--- src/rtl/pll_search_pkg.sv ---
package pll_search_pkg;

    localparam int FRAC_BITS   = 8;
    localparam int FREQ_W      = 20;
    localparam int P_STEPS     = 4;
    localparam int M_LO        = 2;
    localparam int M_HI        = 32;
    localparam int N_LO        = 8;
    localparam int N_HI        = 128;
    localparam int DIV_W       = 32;

    localparam int VCO_W       = FREQ_W + P_STEPS;
    localparam int P_IDX_W     = $clog2(P_STEPS + 1);
    localparam int M_W         = $clog2(M_HI + 1);
    localparam int N_W         = $clog2(N_HI + 1);
    localparam int M_CODE_W    = $clog2(M_HI);
    localparam int N_CODE_W    = $clog2(N_HI);
    localparam int PF_W        = $clog2(1 << (P_STEPS - 1));
    localparam int FILT_W      = 2;
    localparam int P_CODE_W    = PF_W + FILT_W;
    localparam int CLAMP_SHIFT = P_STEPS - 1;

    localparam logic [DIV_W-1:0] FILT_T3 = DIV_W'(240) << FRAC_BITS;
    localparam logic [DIV_W-1:0] FILT_T2 = DIV_W'(170) << FRAC_BITS;
    localparam logic [DIV_W-1:0] FILT_T1 = DIV_W'(110) << FRAC_BITS;

    typedef enum logic [3:0] {
        S_IDLE, S_PCHK, S_NDIV, S_NWAIT, S_ODIV,
        S_OWAIT, S_MNEXT, S_FVCO, S_FVWAIT, S_DONE
    } srch_state_t;

    typedef struct packed {
        logic [FREQ_W-1:0] ref_f;
        logic [FREQ_W-1:0] vmin;
        logic [FREQ_W-1:0] vmax;
    } lim_cfg_t;

    typedef struct packed {
        logic               found;
        logic [M_W-1:0]     m;
        logic [N_W-1:0]     n;
        logic [P_IDX_W-1:0] pidx;
        logic [DIV_W-1:0]   err;
    } cand_t;

    function automatic logic [FILT_W-1:0] filter_range(input logic [DIV_W-1:0] vco);
        if (vco >= FILT_T3)      return 2'd3;
        else if (vco >= FILT_T2) return 2'd2;
        else if (vco >= FILT_T1) return 2'd1;
        else                     return 2'd0;
    endfunction

    function automatic logic [DIV_W-1:0] abs_gap(input logic [DIV_W-1:0] a,
                                                 input logic [DIV_W-1:0] b);
        return (a >= b) ? (a - b) : (b - a);
    endfunction

    function automatic logic [FREQ_W-1:0] clamp_req(input logic [FREQ_W-1:0] req,
                                                    input logic [FREQ_W-1:0] vmin,
                                                    input logic [FREQ_W-1:0] omax);
        logic [FREQ_W-1:0] floor_v;
        logic [FREQ_W-1:0] r;
        floor_v = vmin >> CLAMP_SHIFT;
        r = (req < floor_v) ? floor_v : req;
        r = (r > omax) ? omax : r;
        return r;
    endfunction

endpackage

--- src/rtl/pll_restoring_div.sv ---
module pll_restoring_div #(
    parameter int DW = 32,
    parameter int VW = 20
) (
    input  logic          clk,
    input  logic          rst,
    input  logic          go,
    input  logic [DW-1:0] dividend,
    input  logic [VW-1:0] divisor,
    output logic          done,
    output logic [DW-1:0] quotient
);
    localparam int CW = $clog2(DW + 1);

    logic          run;
    logic [CW-1:0] cnt;
    logic [VW-1:0] rem;
    logic [VW-1:0] dvs_r;
    logic [DW-1:0] quo;
    logic [VW:0]   trial;
    logic [VW:0]   diff;
    logic          fits;

    always_comb begin
        trial = {rem, quo[DW-1]};
        fits  = trial >= {1'b0, dvs_r};
        diff  = trial - {1'b0, dvs_r};
    end

    always_ff @(posedge clk) begin
        if (rst) begin
            run   <= 1'b0;
            cnt   <= '0;
            rem   <= '0;
            dvs_r <= '0;
            quo   <= '0;
            done  <= 1'b0;
        end else begin
            done <= 1'b0;
            if (go) begin
                run   <= 1'b1;
                cnt   <= '0;
                rem   <= '0;
                quo   <= dividend;
                dvs_r <= divisor;
            end else if (run) begin
                rem <= fits ? diff[VW-1:0] : trial[VW-1:0];
                quo <= {quo[DW-2:0], fits};
                cnt <= cnt + 1'b1;
                if (cnt == CW'(DW - 1)) begin
                    run  <= 1'b0;
                    done <= 1'b1;
                end
            end
        end
    end

    assign quotient = quo;
endmodule

--- src/rtl/pll_code_pack.sv ---
module pll_code_pack
    import pll_search_pkg::*;
(
    input  logic [M_W-1:0]      m_val,
    input  logic [N_W-1:0]      n_val,
    input  logic [P_IDX_W-1:0]  p_idx,
    input  logic [DIV_W-1:0]    vco,
    output logic [M_CODE_W-1:0] m_code,
    output logic [N_CODE_W-1:0] n_code,
    output logic [P_CODE_W-1:0] p_code
);
    logic [M_W-1:0]  m_dec;
    logic [N_W-1:0]  n_dec;
    logic [PF_W:0]   p_val;
    logic [PF_W:0]   p_dec;

    always_comb begin
        m_dec  = m_val - M_W'(1);
        n_dec  = n_val - N_W'(1);
        p_val  = (PF_W + 1)'(1) << p_idx;
        p_dec  = p_val - (PF_W + 1)'(1);
        m_code = m_dec[M_CODE_W-1:0];
        n_code = n_dec[N_CODE_W-1:0];
        p_code = {filter_range(vco), p_dec[PF_W-1:0]};
    end
endmodule

--- src/rtl/pll_divider_search.sv ---
module pll_divider_search
    import pll_search_pkg::*;
(
    input  logic                clk,
    input  logic                rst,
    input  logic                start_i,
    input  logic [FREQ_W-1:0]   req_freq_i,
    input  logic [FREQ_W-1:0]   ref_freq_i,
    input  logic [FREQ_W-1:0]   vco_min_i,
    input  logic [FREQ_W-1:0]   vco_max_i,
    input  logic [FREQ_W-1:0]   out_max_i,
    output logic                busy_o,
    output logic                done_o,
    output logic                fail_o,
    output logic [M_CODE_W-1:0] m_code_o,
    output logic [N_CODE_W-1:0] n_code_o,
    output logic [P_CODE_W-1:0] p_code_o,
    output logic [DIV_W-1:0]    vco_freq_o,
    output logic [DIV_W-1:0]    ach_freq_o
);
    srch_state_t          state;
    lim_cfg_t             cfg;
    cand_t                best;
    logic [FREQ_W-1:0]    req_r;
    logic [P_IDX_W-1:0]   p_idx;
    logic [M_W-1:0]       m_r;
    logic [N_W-1:0]       n_r;

    logic [VCO_W-1:0]     vco_cur;
    logic                 in_win;
    logic                 div_go;
    logic [DIV_W-1:0]     div_dvd;
    logic [FREQ_W-1:0]    div_dvs;
    logic                 div_done;
    logic [DIV_W-1:0]     div_q;
    logic [DIV_W-1:0]     err_now;
    logic                 n_ok;

    logic [M_CODE_W-1:0]  pk_m;
    logic [N_CODE_W-1:0]  pk_n;
    logic [P_CODE_W-1:0]  pk_p;

    // Candidate VCO for the current postscaler and window test
    always_comb begin
        vco_cur = VCO_W'(req_r) << p_idx;
        in_win  = (vco_cur >= VCO_W'(cfg.vmin)) && (vco_cur <= VCO_W'(cfg.vmax));
        err_now = abs_gap(DIV_W'(req_r), div_q);
        n_ok    = (div_q >= DIV_W'(N_LO)) && (div_q <= DIV_W'(N_HI));
    end

    // Shared divider operand selection
    always_comb begin
        div_go  = 1'b0;
        div_dvd = '0;
        div_dvs = '0;
        case (state)
            S_NDIV: begin
                div_go  = 1'b1;
                div_dvd = DIV_W'(vco_cur) * DIV_W'(m_r) + DIV_W'(cfg.ref_f >> 1);
                div_dvs = cfg.ref_f;
            end
            S_ODIV: begin
                div_go  = 1'b1;
                div_dvd = DIV_W'(cfg.ref_f) * DIV_W'(n_r);
                div_dvs = FREQ_W'(m_r) << p_idx;
            end
            S_FVCO: begin
                div_go  = best.found;
                div_dvd = DIV_W'(cfg.ref_f) * DIV_W'(best.n);
                div_dvs = FREQ_W'(best.m);
            end
            default: ;
        endcase
    end

    pll_restoring_div #(
        .DW (DIV_W),
        .VW (FREQ_W)
    ) u_div (
        .clk      (clk),
        .rst      (rst),
        .go       (div_go),
        .dividend (div_dvd),
        .divisor  (div_dvs),
        .done     (div_done),
        .quotient (div_q)
    );

    pll_code_pack u_pack (
        .m_val  (best.m),
        .n_val  (best.n),
        .p_idx  (best.pidx),
        .vco    (div_q),
        .m_code (pk_m),
        .n_code (pk_n),
        .p_code (pk_p)
    );

    always_ff @(posedge clk) begin
        if (rst) begin
            state      <= S_IDLE;
            cfg        <= '0;
            best       <= '0;
            req_r      <= '0;
            p_idx      <= '0;
            m_r        <= '0;
            n_r        <= '0;
            fail_o     <= 1'b0;
            m_code_o   <= '0;
            n_code_o   <= '0;
            p_code_o   <= '0;
            vco_freq_o <= '0;
            ach_freq_o <= '0;
        end else begin
            case (state)
                S_IDLE: begin
                    if (start_i) begin
                        cfg.ref_f <= ref_freq_i;
                        cfg.vmin  <= vco_min_i;
                        cfg.vmax  <= vco_max_i;
                        req_r     <= clamp_req(req_freq_i, vco_min_i, out_max_i);
                        best      <= '0;
                        p_idx     <= '0;
                        state     <= S_PCHK;
                    end
                end
                S_PCHK: begin
                    if (p_idx == P_IDX_W'(P_STEPS)) begin
                        state <= S_FVCO;
                    end else if (in_win) begin
                        m_r   <= M_W'(M_LO);
                        state <= S_NDIV;
                    end else begin
                        p_idx <= p_idx + 1'b1;
                    end
                end
                S_NDIV: state <= S_NWAIT;
                S_NWAIT: begin
                    if (div_done) begin
                        if (n_ok) begin
                            n_r   <= N_W'(div_q);
                            state <= S_ODIV;
                        end else begin
                            state <= S_MNEXT;
                        end
                    end
                end
                S_ODIV: state <= S_OWAIT;
                S_OWAIT: begin
                    if (div_done) begin
                        if (!best.found || (err_now < best.err)) begin
                            best.found <= 1'b1;
                            best.m     <= m_r;
                            best.n     <= n_r;
                            best.pidx  <= p_idx;
                            best.err   <= err_now;
                        end
                        state <= S_MNEXT;
                    end
                end
                S_MNEXT: begin
                    if (m_r == M_W'(M_HI)) begin
                        p_idx <= p_idx + 1'b1;
                        state <= S_PCHK;
                    end else begin
                        m_r   <= m_r + 1'b1;
                        state <= S_NDIV;
                    end
                end
                S_FVCO: begin
                    if (best.found) begin
                        state <= S_FVWAIT;
                    end else begin
                        fail_o     <= 1'b1;
                        m_code_o   <= '0;
                        n_code_o   <= '0;
                        p_code_o   <= '0;
                        vco_freq_o <= '0;
                        ach_freq_o <= '0;
                        state      <= S_DONE;
                    end
                end
                S_FVWAIT: begin
                    if (div_done) begin
                        fail_o     <= 1'b0;
                        m_code_o   <= pk_m;
                        n_code_o   <= pk_n;
                        p_code_o   <= pk_p;
                        vco_freq_o <= div_q;
                        ach_freq_o <= div_q >> best.pidx;
                        state      <= S_DONE;
                    end
                end
                S_DONE:  state <= S_IDLE;
                default: state <= S_IDLE;
            endcase
        end
    end

    assign busy_o = (state != S_IDLE);
    assign done_o = (state == S_DONE);
endmodule

--- config.mk ---
export PLATFORM = sky130hd
export DESIGN_NAME = pll_divider_search
export DESIGN_NICKNAME = d
export VERILOG_FILES = /design/src/rtl/pll_search_pkg.sv /design/src/rtl/pll_restoring_div.sv /design/src/rtl/pll_code_pack.sv /design/src/rtl/pll_divider_search.sv
export SDC_FILE = /design/constraint.sdc
export NUM_CORES = 2
export LEC_CHECK = 0
export BUFFER_PORTS_ARGS = -buffer_cell sky130_fd_sc_hd__buf_2
export CAP_MARGIN = 0
export CELL_PAD_IN_SITES_DETAIL_PLACEMENT = 0
export CELL_PAD_IN_SITES_GLOBAL_PLACEMENT = 1
export CORE_MARGIN = 1
export CORE_UTILIZATION = 48
export DETAILED_ROUTE_END_ITERATION = 10
export GPL_TIMING_DRIVEN = 0
export PLACE_DENSITY = 0.8
export SKIP_CTS_REPAIR_TIMING = 1
export SYNTH_ARGS = -nofsm -noshare
export SYNTH_HDL_FRONTEND = slang
export SYNTH_SLANG_ARGS = --single-unit
export TNS_END_PERCENT = 50
--- constraint.sdc ---
create_clock -name clk -period 7.5 [get_ports clk]
set_input_delay 1.5 -clock clk [delete_from_list [all_inputs] [get_ports clk]]
set_output_delay 1.5 -clock clk [all_outputs]
set_load 0.02 [all_outputs]
==> qor.txt <==
Status = finished clean
Reg-to-reg slack, setup = 0.13 ns
# rows = 99
Flops & latches, synth = 313
Synth Flop Type = dfxtp_1
Design area = 39,760 µm²
Post-DRT Antenna Nets = 0
Cells after DPL = 5,661
P_leak = 17.49 nW
Sequential share of the synthesized area = 0.1743
Mapped cell area = 35,950 µm²
M1 WL = 58,630 µm
Final Hold Slack = 0.4503 ns
Hold Crit Start = best[11]
Gate count after technology mapping = 4,516
CP required = 8.04 ns
Final hold violation count = 0
Fraction of layout cells with a size suffix above 1 = 0.07955
CTS tree = built
Power Total = 14.95 mW
Via count = 33,990
DR WL/cell = 24.08 µm
Average cell area after synthesis = 7.960 µm²
Hpwl dp = 110,100 µm
Placed inst area = 38,090 µm²
CP startpoint kind = register
CP Max Fanout = 10
Number of enable flip-flop cells after synthesis = 0
Core area = 73,580 µm²
Routed wl met3 = 13,950 µm
Via/cell ratio = 5.922
Total GRT Usage = 0.3608
Clock Pin Slew Worst Setup and Hold Paths = 0.06 ns
Max-slew violation count = 0
TritonRoute pass-1 iters = 7
Longest Clk Path Bufs = 3
Total gr overflow = 0
Syn-to-layout area delta = 10.61%
Fin crit share = 0.9824
Crit end category = register
Area share of the largest cell type after synthesis = 0.1804
Synthesized Nets = 5,271
1st-iter DRT viols = 3,377
Die Area = 75,990 µm²
R2R Path End = best[23]
Clock sinks = 313
Worst-Margin Slew = 1.449 ns
Nets@finish = 5,502
Port bufs = 185
Synth area leaders = fa_1, dfxtp_1, ha_1
Placer congestion estimate = 1.024
First-pass GRT wire length = 204,200 µm
Routed wire length = 138,200 µm
R2R cell count = 21
Hold Path End = best[11]
Max Cap Viol = 0
# IOs = 187
Finished Layout Cells = 5,740
Initial antenna violation count = 8
Setup-failing EPs final = 0
H-tree Lvls = 2
Worst reg2reg startpoint = u_div.quotient[2]
FMAX = 135.7 MHz
Met2 Routed Length = 60,560 µm
Unrepaired setup endpoints after global routing = true
Root buf cell = clkbuf_16
Vias in the first global route = 32,430
Worst skew pair latency = 0.60 ns
Pwr per Cell Area = 375.9 nW/µm²
Slew HR = 0.02677
Tmin final = 7.368 ns
Initial Util = 0.4886
Worst hold path class = register to register
Final Skew = 0.02265 ns
Top layer in use = met5
Die height = 275.7 µm
Post-synth cell types = 82
# DRC = 0
CTS buffer count = 41
Arr. time, crit path = 7.91 ns
Cells on Worst Hold Path = 2
Ys async rst share = 0
Yosys warns = 0
Die W = 275.7 µm
Area leader, netlist = fa_1
Crit path kind = register to register
Peak supply drop = 0.3294 mV
Largest net degree at the start of global routing = 13
## per-stage QoR
step	util	setup slack, ns	TNS (ns)
2_1_floorplan	-	0.9715	0
3_3_place_gp	0.5174	-1.154	-30.52
3_5_place_dp	0.5177	-0.8189	-10.58
4_1_cts	0.5362	-0.8856	-11.83
5_1_grt	0.5402	-0.03215	-0.2430
6_report	0.5404	0.1323	0
## worst max-delay path, stage by stage (launching register included)
cell      delay [ns]
dfxtp_1         0.67
ha_1            0.33
clkbuf_1        0.19
a21o_1          0.25
a221oi_1        0.35
o21a_1          0.41
o21ai_1         0.15
o21a_1          0.24
o21ai_1         0.46
nor2_1          0.09
or3_1           0.36
xnor2_1         0.18
ha_1            0.36
and4_1          0.22
nand4_1         0.26
or4_1           0.59
o22ai_1         0.41
o21ai_2         0.25
nand2b_1        0.49
nor2_4          0.39
clkbuf_1        0.42
a22o_1          0.20
## state kept, by name, summed over array words and instances, names as in the netlist
| register | count |
|---|---|
| u_div.cnt | 6 |
| state | 4 |
| fail_o | 1 |
| u_div.dvs_r | 20 |
| ach_freq_o | 32 |
| u_div.quotient | 32 |
| p_idx | 3 |
| m_code_o | 5 |
| u_div.run | 1 |
| vco_freq_o | 32 |
| cfg | 60 |
| n_code_o | 7 |
| u_div.done | 1 |
| p_code_o | 5 |
| u_div.rem | 20 |
| m_r | 6 |
| n_r | 8 |
| best | 50 |
| req_r | 20 |
## per-layer routing
| metal | global-route usage | vias to the layer above |
|---|---|---|
| met4 | 0.1207 | 4 |
| met5 | 0 | - |
| met3 | 0.07742 | 316 |
| li1 | - | 15560 |
| met1 | 0.4978 | 16570 |
| met2 | 0.5580 | 1540 |
## synth_stat cells (all sizes together), types with 6 or more instances
master / number
inv: 620
nand2: 598
a21oi: 358
ha: 328
fa: 324
dfxtp: 313
clkbuf: 245
nor2: 237
and2: 212
o21ai: 155
nand3: 119
mux2i: 91
nor3: 78
a21o: 71
xnor2: 71
nor2b: 69
xor2: 53
a22oi: 46
a221oi: 39
nand4: 34
a211oi: 30
mux4: 29
o31ai: 29
o211ai: 27
buf: 26
and3: 25
a31oi: 23
o21a: 21
a22o: 19
o21bai: 19
a32oi: 18
nand2b: 17
nor4: 15
o22ai: 15
a211o: 13
mux2: 13
or3: 13
a222oi: 9
a2111oi: 8
nand3b: 8
o211a: 7
o31a: 6
o41ai: 6
## cells by family (layout without fill, tap and decap cells)
group                    Yosys count  in the layout  share of synthesized area
adder cells (fa/ha/maj)          652            652                     0.2946
multiplexers                     133            133                    0.04758
XOR/XNOR                         124            124                    0.03021
other                              0              4                          0
buffers and inverters            894           1155                    0.09440
AND/OR/NAND/NOR                 1439           1439                     0.1872
AO/OA/AOI/OAI                    961            961                     0.1717
flip-flops                       313            313                     0.1743
## report_power, final
| part | leakage (nW) | internal (mW) | switching [mW] |
|---|---|---|---|
| combinational | 14.3 | 3.69 | 6.89 |
| clock | 0.653 | 1.13 | 0.881 |
| sequential | 2.54 | 1.90 | 0.446 |
## layout make-up
class / count / area, µm²
Fill cell: 7259 / 33820
Multi-Input combinational cell: 3309 / 26560
Sequential cell: 313 / 6272
Inverter: 623 / 2338
Tap cell: 959 / 1200
Clock buffer: 54 / 1155
Buffer: 270 / 1066
Timing Repair Buffer: 189 / 959.7
Clock inverter: 19 / 200.2
Antenna cell: 4 / 10.01
## placed cells by master, fill, tap and decap left out, types with 27 or more instances in the layout
master	synthesis	final
and2_1	212	212
nor2b_1	69	69
a21o_1	71	71
xnor2_1	71	70
o31ai_1	29	29
nor2_1	235	232
nand4_1	34	34
nand3_1	119	119
xor2_1	53	52
buf_2	9	194
dfxtp_1	313	308
fa_1	324	324
clkbuf_1	245	242
a211oi_1	29	29
nand2_1	598	598
a22oi_1	46	46
ha_1	328	328
inv_1	618	618
mux2i_1	91	83
o211ai_1	27	27
clkbuf_16	0	41
nor3_1	77	75
a21oi_1	357	351
o21ai_0	145	144
mux4_2	29	29
a221oi_1	38	35
## worst max-delay path by stage
stage                     depth (start not counted)                 end              start
after global routing                             21            best[24]  u_div.quotient[2]
final                                            21            best[23]  u_div.quotient[2]
after CTS                                        23  u_div.quotient[30]           p_idx[0]
after global placement                           22            best[23]  u_div.quotient[6]
after detailed placement                         23  u_div.quotient[21]           p_idx[0]
after floorplan                                  24  u_div.quotient[30]           p_idx[0]
No activity file was read; power rests on OpenSTA's default activity.
